[config.mk]
export PLATFORM = sky130hd
export DESIGN_NAME = turnless_sram
export DESIGN_NICKNAME = d
export VERILOG_FILES = /design/src/rtl/turnless_pkg.sv /design/src/rtl/turnless_ctrl.sv /design/src/rtl/turnless_dpath.sv /design/src/rtl/turnless_sram.sv
export SDC_FILE = /design/constraint.sdc
export NUM_CORES = 1
export LEC_CHECK = 0
export BUFFER_PORTS_ARGS = -buffer_cell sky130_fd_sc_hd__buf_2
export CORE_UTILIZATION = 25
export CTS_CLUSTER_DIAMETER = 80
export DETAILED_ROUTE_END_ITERATION = 7
export GPL_TIMING_DRIVEN = 0
export PLACE_DENSITY = 0.5
export SLEW_MARGIN = 20
export SYNTH_ARGS = -nofsm -noshare
export SYNTH_HDL_FRONTEND = slang
export SYNTH_SLANG_ARGS = --single-unit
[constraint.sdc]
create_clock -name clk -period 2.8 [get_ports clk]
set_input_delay 0.7 -clock clk [delete_from_list [all_inputs] [get_ports clk]]
set_output_delay 0.7 -clock clk [all_outputs]
set_load 0.03 [all_outputs]
[src/rtl/turnless_pkg.sv]
package turnless_pkg;

  // Strobes handed from the control to the datapath each cycle.
  typedef struct packed {
    logic wrEn;       // commit a word (masked) into the array
    logic loadOut;    // capture the array word into the output register
    logic syncDrive;  // data pins should drive, before output-enable gating
  } strobe_t;

endpackage

[src/rtl/turnless_ctrl.sv]
module turnless_ctrl
  import turnless_pkg::*;
#(
  parameter int ADDR_W = 6,
  parameter int BYTES  = 2
) (
  input  logic              clk,
  input  logic              rstN,
  input  logic              selA,
  input  logic              selB,
  input  logic              selC,
  input  logic              advance,
  input  logic              writeCmd,
  input  logic [ADDR_W-1:0] addr,
  input  logic [BYTES-1:0]  byteWe,
  input  logic              pipeMode,
  input  logic              interleave,
  input  logic              sleep,
  output strobe_t           strobe,
  output logic [ADDR_W-1:0] wrAddr,
  output logic [BYTES-1:0]  wrBe,
  output logic [ADDR_W-1:0] rdAddr,
  output logic [BYTES-1:0]  bypassBe
);

  localparam int OFS_W  = 2;
  localparam int HIGH_W = ADDR_W - OFS_W;
  localparam int STAGES = 2;

  typedef struct packed {
    logic              valid;
    logic              write;
    logic [ADDR_W-1:0] addr;
    logic [BYTES-1:0]  be;
  } stage_t;

  logic              selected, newCmd, deselCmd, advOk;
  logic              burstActive, burstWrite;
  logic [HIGH_W-1:0] burstHigh;
  logic [OFS_W-1:0]  burstStart, burstCnt, nextCnt, advOfs;
  stage_t            issue, wrStage;
  stage_t            stg [STAGES];

  assign selected = selA & selB & selC;
  assign newCmd   = !sleep && !advance && selected;
  assign deselCmd = !sleep && !advance && !selected;
  assign advOk    = !sleep && advance && burstActive;
  assign nextCnt  = burstCnt + OFS_W'(1);
  assign advOfs   = interleave ? (burstStart ^ nextCnt) : (burstStart + nextCnt);

  always_comb begin
    issue.valid = newCmd | advOk;
    issue.write = newCmd ? writeCmd : burstWrite;
    issue.addr  = newCmd ? addr : {burstHigh, advOfs};
    issue.be    = byteWe;
  end

  // Burst sequencer
  always_ff @(posedge clk or negedge rstN) begin
    if (!rstN) begin
      burstActive <= 1'b0;
      burstWrite  <= 1'b0;
      burstHigh   <= '0;
      burstStart  <= '0;
      burstCnt    <= '0;
    end else if (newCmd) begin
      burstActive <= 1'b1;
      burstWrite  <= writeCmd;
      burstHigh   <= addr[ADDR_W-1:OFS_W];
      burstStart  <= addr[OFS_W-1:0];
      burstCnt    <= '0;
    end else if (advOk) begin
      burstCnt    <= nextCnt;
    end else if (deselCmd) begin
      burstActive <= 1'b0;
    end
  end

  // Access pipeline: stage 0 holds the command of the last edge, stage 1 the one before
  generate
    for (genvar s = 0; s < STAGES; s++) begin : g_stage
      always_ff @(posedge clk or negedge rstN) begin
        if (!rstN) stg[s] <= '0;
        else if (s == 0) stg[s] <= issue;
        else stg[s] <= stg[s-1];
      end
    end
  endgenerate

  assign wrStage = pipeMode ? stg[1] : stg[0];
  assign wrAddr  = wrStage.addr;
  assign wrBe    = wrStage.be;
  assign rdAddr  = stg[0].addr;

  always_comb begin
    strobe.wrEn      = wrStage.valid & wrStage.write;
    strobe.loadOut   = stg[0].valid & !stg[0].write;
    strobe.syncDrive = pipeMode ? (stg[1].valid & !stg[1].write)
                                : (stg[0].valid & !stg[0].write);
  end

  // Pending pipelined write to the address being read: take its bytes from the bus
  assign bypassBe = (pipeMode && stg[1].valid && stg[1].write && stg[1].addr == stg[0].addr)
                    ? stg[1].be : '0;

endmodule

[src/rtl/turnless_dpath.sv]
module turnless_dpath
  import turnless_pkg::*;
#(
  parameter int ADDR_W = 6,
  parameter int BYTES  = 2,
  parameter int BYTE_W = 9
) (
  input  logic                    clk,
  input  logic                    rstN,
  input  strobe_t                 strobe,
  input  logic [ADDR_W-1:0]       wrAddr,
  input  logic [BYTES-1:0]        wrBe,
  input  logic [ADDR_W-1:0]       rdAddr,
  input  logic [BYTES-1:0]        bypassBe,
  input  logic [BYTES*BYTE_W-1:0] wrData,
  input  logic                    pipeMode,
  input  logic                    outEnable,
  output logic [BYTES*BYTE_W-1:0] rdData,
  output logic                    rdDrive
);

  localparam int DATA_W = BYTES * BYTE_W;
  localparam int DEPTH  = 1 << ADDR_W;

  logic [DATA_W-1:0] mem [DEPTH];
  logic [DATA_W-1:0] memWord, readWord, outReg, syncWord;

  always_ff @(posedge clk) begin
    if (strobe.wrEn) begin
      for (int b = 0; b < BYTES; b++) begin
        if (wrBe[b]) mem[wrAddr][b*BYTE_W +: BYTE_W] <= wrData[b*BYTE_W +: BYTE_W];
      end
    end
  end

  assign memWord = mem[rdAddr];

  generate
    for (genvar b = 0; b < BYTES; b++) begin : g_merge
      assign readWord[b*BYTE_W +: BYTE_W] = bypassBe[b] ? wrData[b*BYTE_W +: BYTE_W]
                                                        : memWord[b*BYTE_W +: BYTE_W];
    end
  endgenerate

  always_ff @(posedge clk or negedge rstN) begin
    if (!rstN) outReg <= '0;
    else if (strobe.loadOut) outReg <= readWord;
  end

  assign syncWord = pipeMode ? outReg : readWord;
  assign rdDrive  = strobe.syncDrive & outEnable;
  assign rdData   = rdDrive ? syncWord : '0;

endmodule

[src/rtl/turnless_sram.sv]
module turnless_sram
  import turnless_pkg::*;
#(
  parameter int ADDR_W = 6,
  parameter int BYTES  = 2,
  parameter int BYTE_W = 9
) (
  input  logic                    clk,
  input  logic                    rstN,
  input  logic                    selA,
  input  logic                    selB,
  input  logic                    selC,
  input  logic                    advance,
  input  logic                    writeCmd,
  input  logic [ADDR_W-1:0]       addr,
  input  logic [BYTES-1:0]        byteWe,
  input  logic [BYTES*BYTE_W-1:0] wrData,
  input  logic                    pipeMode,
  input  logic                    interleave,
  input  logic                    sleep,
  input  logic                    outEnable,
  output logic [BYTES*BYTE_W-1:0] rdData,
  output logic                    rdDrive
);

  strobe_t           strobe;
  logic [ADDR_W-1:0] wrAddr, rdAddr;
  logic [BYTES-1:0]  wrBe, bypassBe;

  turnless_ctrl #(.ADDR_W(ADDR_W), .BYTES(BYTES)) u_ctrl (
    .clk(clk), .rstN(rstN), .selA(selA), .selB(selB), .selC(selC),
    .advance(advance), .writeCmd(writeCmd), .addr(addr), .byteWe(byteWe),
    .pipeMode(pipeMode), .interleave(interleave), .sleep(sleep),
    .strobe(strobe), .wrAddr(wrAddr), .wrBe(wrBe), .rdAddr(rdAddr), .bypassBe(bypassBe)
  );

  turnless_dpath #(.ADDR_W(ADDR_W), .BYTES(BYTES), .BYTE_W(BYTE_W)) u_dpath (
    .clk(clk), .rstN(rstN), .strobe(strobe), .wrAddr(wrAddr), .wrBe(wrBe),
    .rdAddr(rdAddr), .bypassBe(bypassBe), .wrData(wrData), .pipeMode(pipeMode),
    .outEnable(outEnable), .rdData(rdData), .rdDrive(rdDrive)
  );

endmodule

==> metrics.cfg <==
[outcome]
outcome = complete, but fails checks
violations = negative setup slack

[synthesis]
synth_top_cell_by_area = edfxtp_1
yosysMostFrequentCell = edfxtp_1
syn_avg_cell_area_um2 = 20.7
async_flop_share = 0.0392
synth-seq-cells = 1199
syn-num-nets = 2294
synth-edff-count = 1152
syn_inst = 2256
synth_area_leaders = edfxtp_1, mux4_2, dfrtp_1, mux2i_1, nor2_1
synth_common_cells = edfxtp_1, mux4_2, nor2_1
synth_flop_cell = edfxtp_1
yosysSeqAreaShare = 0.766
synth_cell_types = 50
yosysWarnings = 0
synthesis.area_mm2 = 0.0467
yosysTopAreaCellShare = 0.741

[global_route]
grt_usage = 0.149
antenna_found_initial = 7
grt_start_max_net_pins = 66
grt_pass1_wl_mm = 197
grt_pass1_vias = 24700
overflow = 0

[cells_and_area]
n_fill_cell = 17600
syn2layout_area_growth_pct = 29.0
drive_gt1_frac = 0.419
nets = 2663
fin_cells = 5215

[power]
pwr-share-clk = 0.303
p_sw_frac = 0.315
cellLeakagePower_nw = 18.8
power.share.sequential = 0.374
pwr_density_cell_mw_per_mm2 = 894
internal_power_mw = 36.9
power_mw = 53.8
peakVddDrop_v = 0.000511
p_switching_mw = 16.9
pwr-share-comb = 0.323

[drt]
dr_total_vias = 24700
drt_pre_antenna_iters = 6
finalWirelength_mm = 144
drt_iter0_drc = 2753
drc = 0
ant_nets = 0
viasPerCell = 4.74
wl_per_cell_um = 27.5

[min_path]
worstHoldPathType = in -> reg
hp-start = byteWe[0]

[worst_setup_path]
cp_slowest_cell = o211ai_1
cp.required_ns = 2.10
path_class = reg -> out
critPathArrivalTime_ns = 4.05
crit_start = u_ctrl.rdAddr[0]
critPathMostFrequentCell = buf_16
crit_path_cell_trace = buf_16 -> buf_16 -> buf_16 -> buf_16 -> buf_16 -> mux2i_2 -> a22oi_2 -> a21oi_2 -> nor4_2 -> o21ai_2 -> o211ai_1 -> buf_4
critPathLaunchType = flip-flop
cpPeakStageDelay_ns = 0.71
worstReg2RegStart = u_ctrl.rdAddr[3]
critPathMaxFanout = 5
endpoint_kind = primary output

[sta]
worstMarginPinSlew_ns = 0.940
finalClockSkew_ns = 0.0247
hold_viol_final = 0
finalWorstPathRequiredPeriod_ns = 4.75
setup_ws_ns = -1.95
finalCritPeriodShare = 1.69
final_max_slew_viol_count = 0
slew_headroom = 0.367
rsz0062_at_grt = yes
max_freq_mhz = 211
setup_viol = 1117

[cts]
cts_max_level = 3
cts_buffers = 121
cts_root_buffer = clkbuf_16
cts_tree = done
worstSkewPairLatency_ns = 0.75
cts.path.max_buffers = 3
clk_pin_slew_ns = 0.06
cts.sinks = 1199

[run]
maxCapViolCount = 0

[placed_design]
place_inst = 4791
dp_hpwl_mm = 90.7
gp_congestion = 0.899
port_buffers = 55

[floorplan]
rows = 158
fp.dieW_um = 434
coreArea_mm2 = 0.185
pin_count = 56
die-area_mm2 = 0.188
initial_core_util = 0.252
die_y_um = 434

layout by cell type (no fill, tap or decap), types with 10 or more instances in the layout:
master        n
nand2_1      43
buf_4       110
mux2_2       15
clkbuf_2     17
clkinv_1     34
o21ai_2      16
nor2_4      141
buf_2        23
a211oi_2     17
bufinv_16    14
mux2i_1      60
mux4_2      261
nor2_1       24
nand2_2      18
clkinv_2     24
o22ai_1      33
a21oi_1      38
nor2b_1      22
mux4_1       10
clkbuf_16   135
a22oi_1      30
nor4_4       12
o22ai_2      12
buf_8        11
buf_6        40
buf_16       17
clkbuf_1     27
edfxtp_1   1152
mux2i_4      19
buf_12       99
clkbuf_4     18
dfrtp_1      44
mux2i_2      14
clkbuf_8     12
cells by family (layout without fill, tap and decap cells):
family                     Yosys count  in the layout  share of synthesized area
AOI/OAI and AO/OA                  217            217                     0.0297
xor gates and xnor gates             9              9                    0.00169
adders and majority gates            1              1                   0.000268
buffers and inverters              129            602                     0.0166
DFF                               1199           1199                      0.766
muxes                              383            383                      0.156
other                                0              6                          0
and+or+nand+nor                    318            318                     0.0295
cell type report:
| class | instances | area [um2] | share of cell area |
|---|---|---|---|
| multi-input combinational | 928 | 12600 | 0.209 |
| clock inverter | 85 | 815 | 0.0135 |
| clock buffer | 142 | 3150 | 0.0523 |
| tap | 2480 | 3100 | 0.0515 |
| sequential | 1199 | 35800 | 0.594 |
| antenna | 6 | 15.0 | 0.000249 |
| buffer | 117 | 1540 | 0.0255 |
| timing repair buffer | 252 | 3200 | 0.0531 |
| inverter | 6 | 22.5 | 0.000374 |
stage by stage:
stage	TNS (ns)	setup slack [ns]	cell area (um2)	util	hold WS, ns
after detailed placement	-2226.18	-2.86	50300	0.271	0.473
after CTS	-244.13	-2.06	58200	0.314	0.0462
after global placement	-2461.25	-2.98	50200	0.271	0.464
after floorplan	-3.51	-0.338	46800	-	0.349
after global routing	-232.58	-1.99	60200	0.325	0.0637
final	-229.05	-1.95	60200	0.325	0.0935
worst max-delay path: cells and delay by family, from the launching register on:
| family | cells | cell delay (ns) |
|---|---|---|
| buf+inv | 6 | 1.01 |
| simple gates | 1 | 0.32 |
| compound gates | 4 | 1.18 |
| mux | 1 | 0.16 |
| flops | 1 | 0.58 |
registers in the layout (all words and copies together) (netlist names):
register and flops:
u_ctrl.burstActive 1, u_ctrl.stg 13, u_ctrl.burstStart 2, u_dpath.mem 1152
u_dpath.outReg 18, u_ctrl.burstWrite 1, u_ctrl.rdAddr 6, u_ctrl.burstHigh 4
u_ctrl.burstCnt 2
path summary, 6_finish.rpt:
kind / end / slack [ns] / cells after the start
worst max register to register: u_dpath.mem[2][10] / -0.46 / 5
max in group asynchronous: u_ctrl.rdAddr[0] / 1.69 / 2
min in group asynchronous: u_ctrl.burstActive / 0.54 / 2
worst min-delay path: u_ctrl.stg[10] / 0.09 / 1
worst min register to register: u_ctrl.stg[3] / 0.46 / 0
worst max-delay path: rdData[17] / -1.95 / 12
power by group through the flow:
| stage | Combinational (mW) | Sequential [mW] | Clock (mW) |
|---|---|---|---|
| 2_1_floorplan | 7.71 | 20.4 | 0 |
| 3_3_place_gp | 12.8 | 20.5 | 0 |
| 3_5_place_dp | 12.9 | 20.5 | 0 |
| 4_1_cts | 15.6 | 20.1 | 16.6 |
| 5_1_grt | 17.9 | 20.1 | 17.2 |
| 6_report | 17.4 | 20.1 | 16.3 |
metal layers:
metal,part of all wire,routed length [um],GRT usage
met5,0.00016,23,0
met4,0.030,4300,0.0416
met3,0.065,9360,0.0284
met2,0.49,69700,0.244
met1,0.42,60200,0.202
repair_timing:
action                                   CTS  global route
hold buffers                               1             0
pin swaps                                 77            54
endpoints found under the setup margin  1189          1024
endpoints found under the hold margin      6             0
gates cloned                               0             6
resized for setup                        566           240
buffers inserted                         125            67
(Power assumes the default switching activity.)
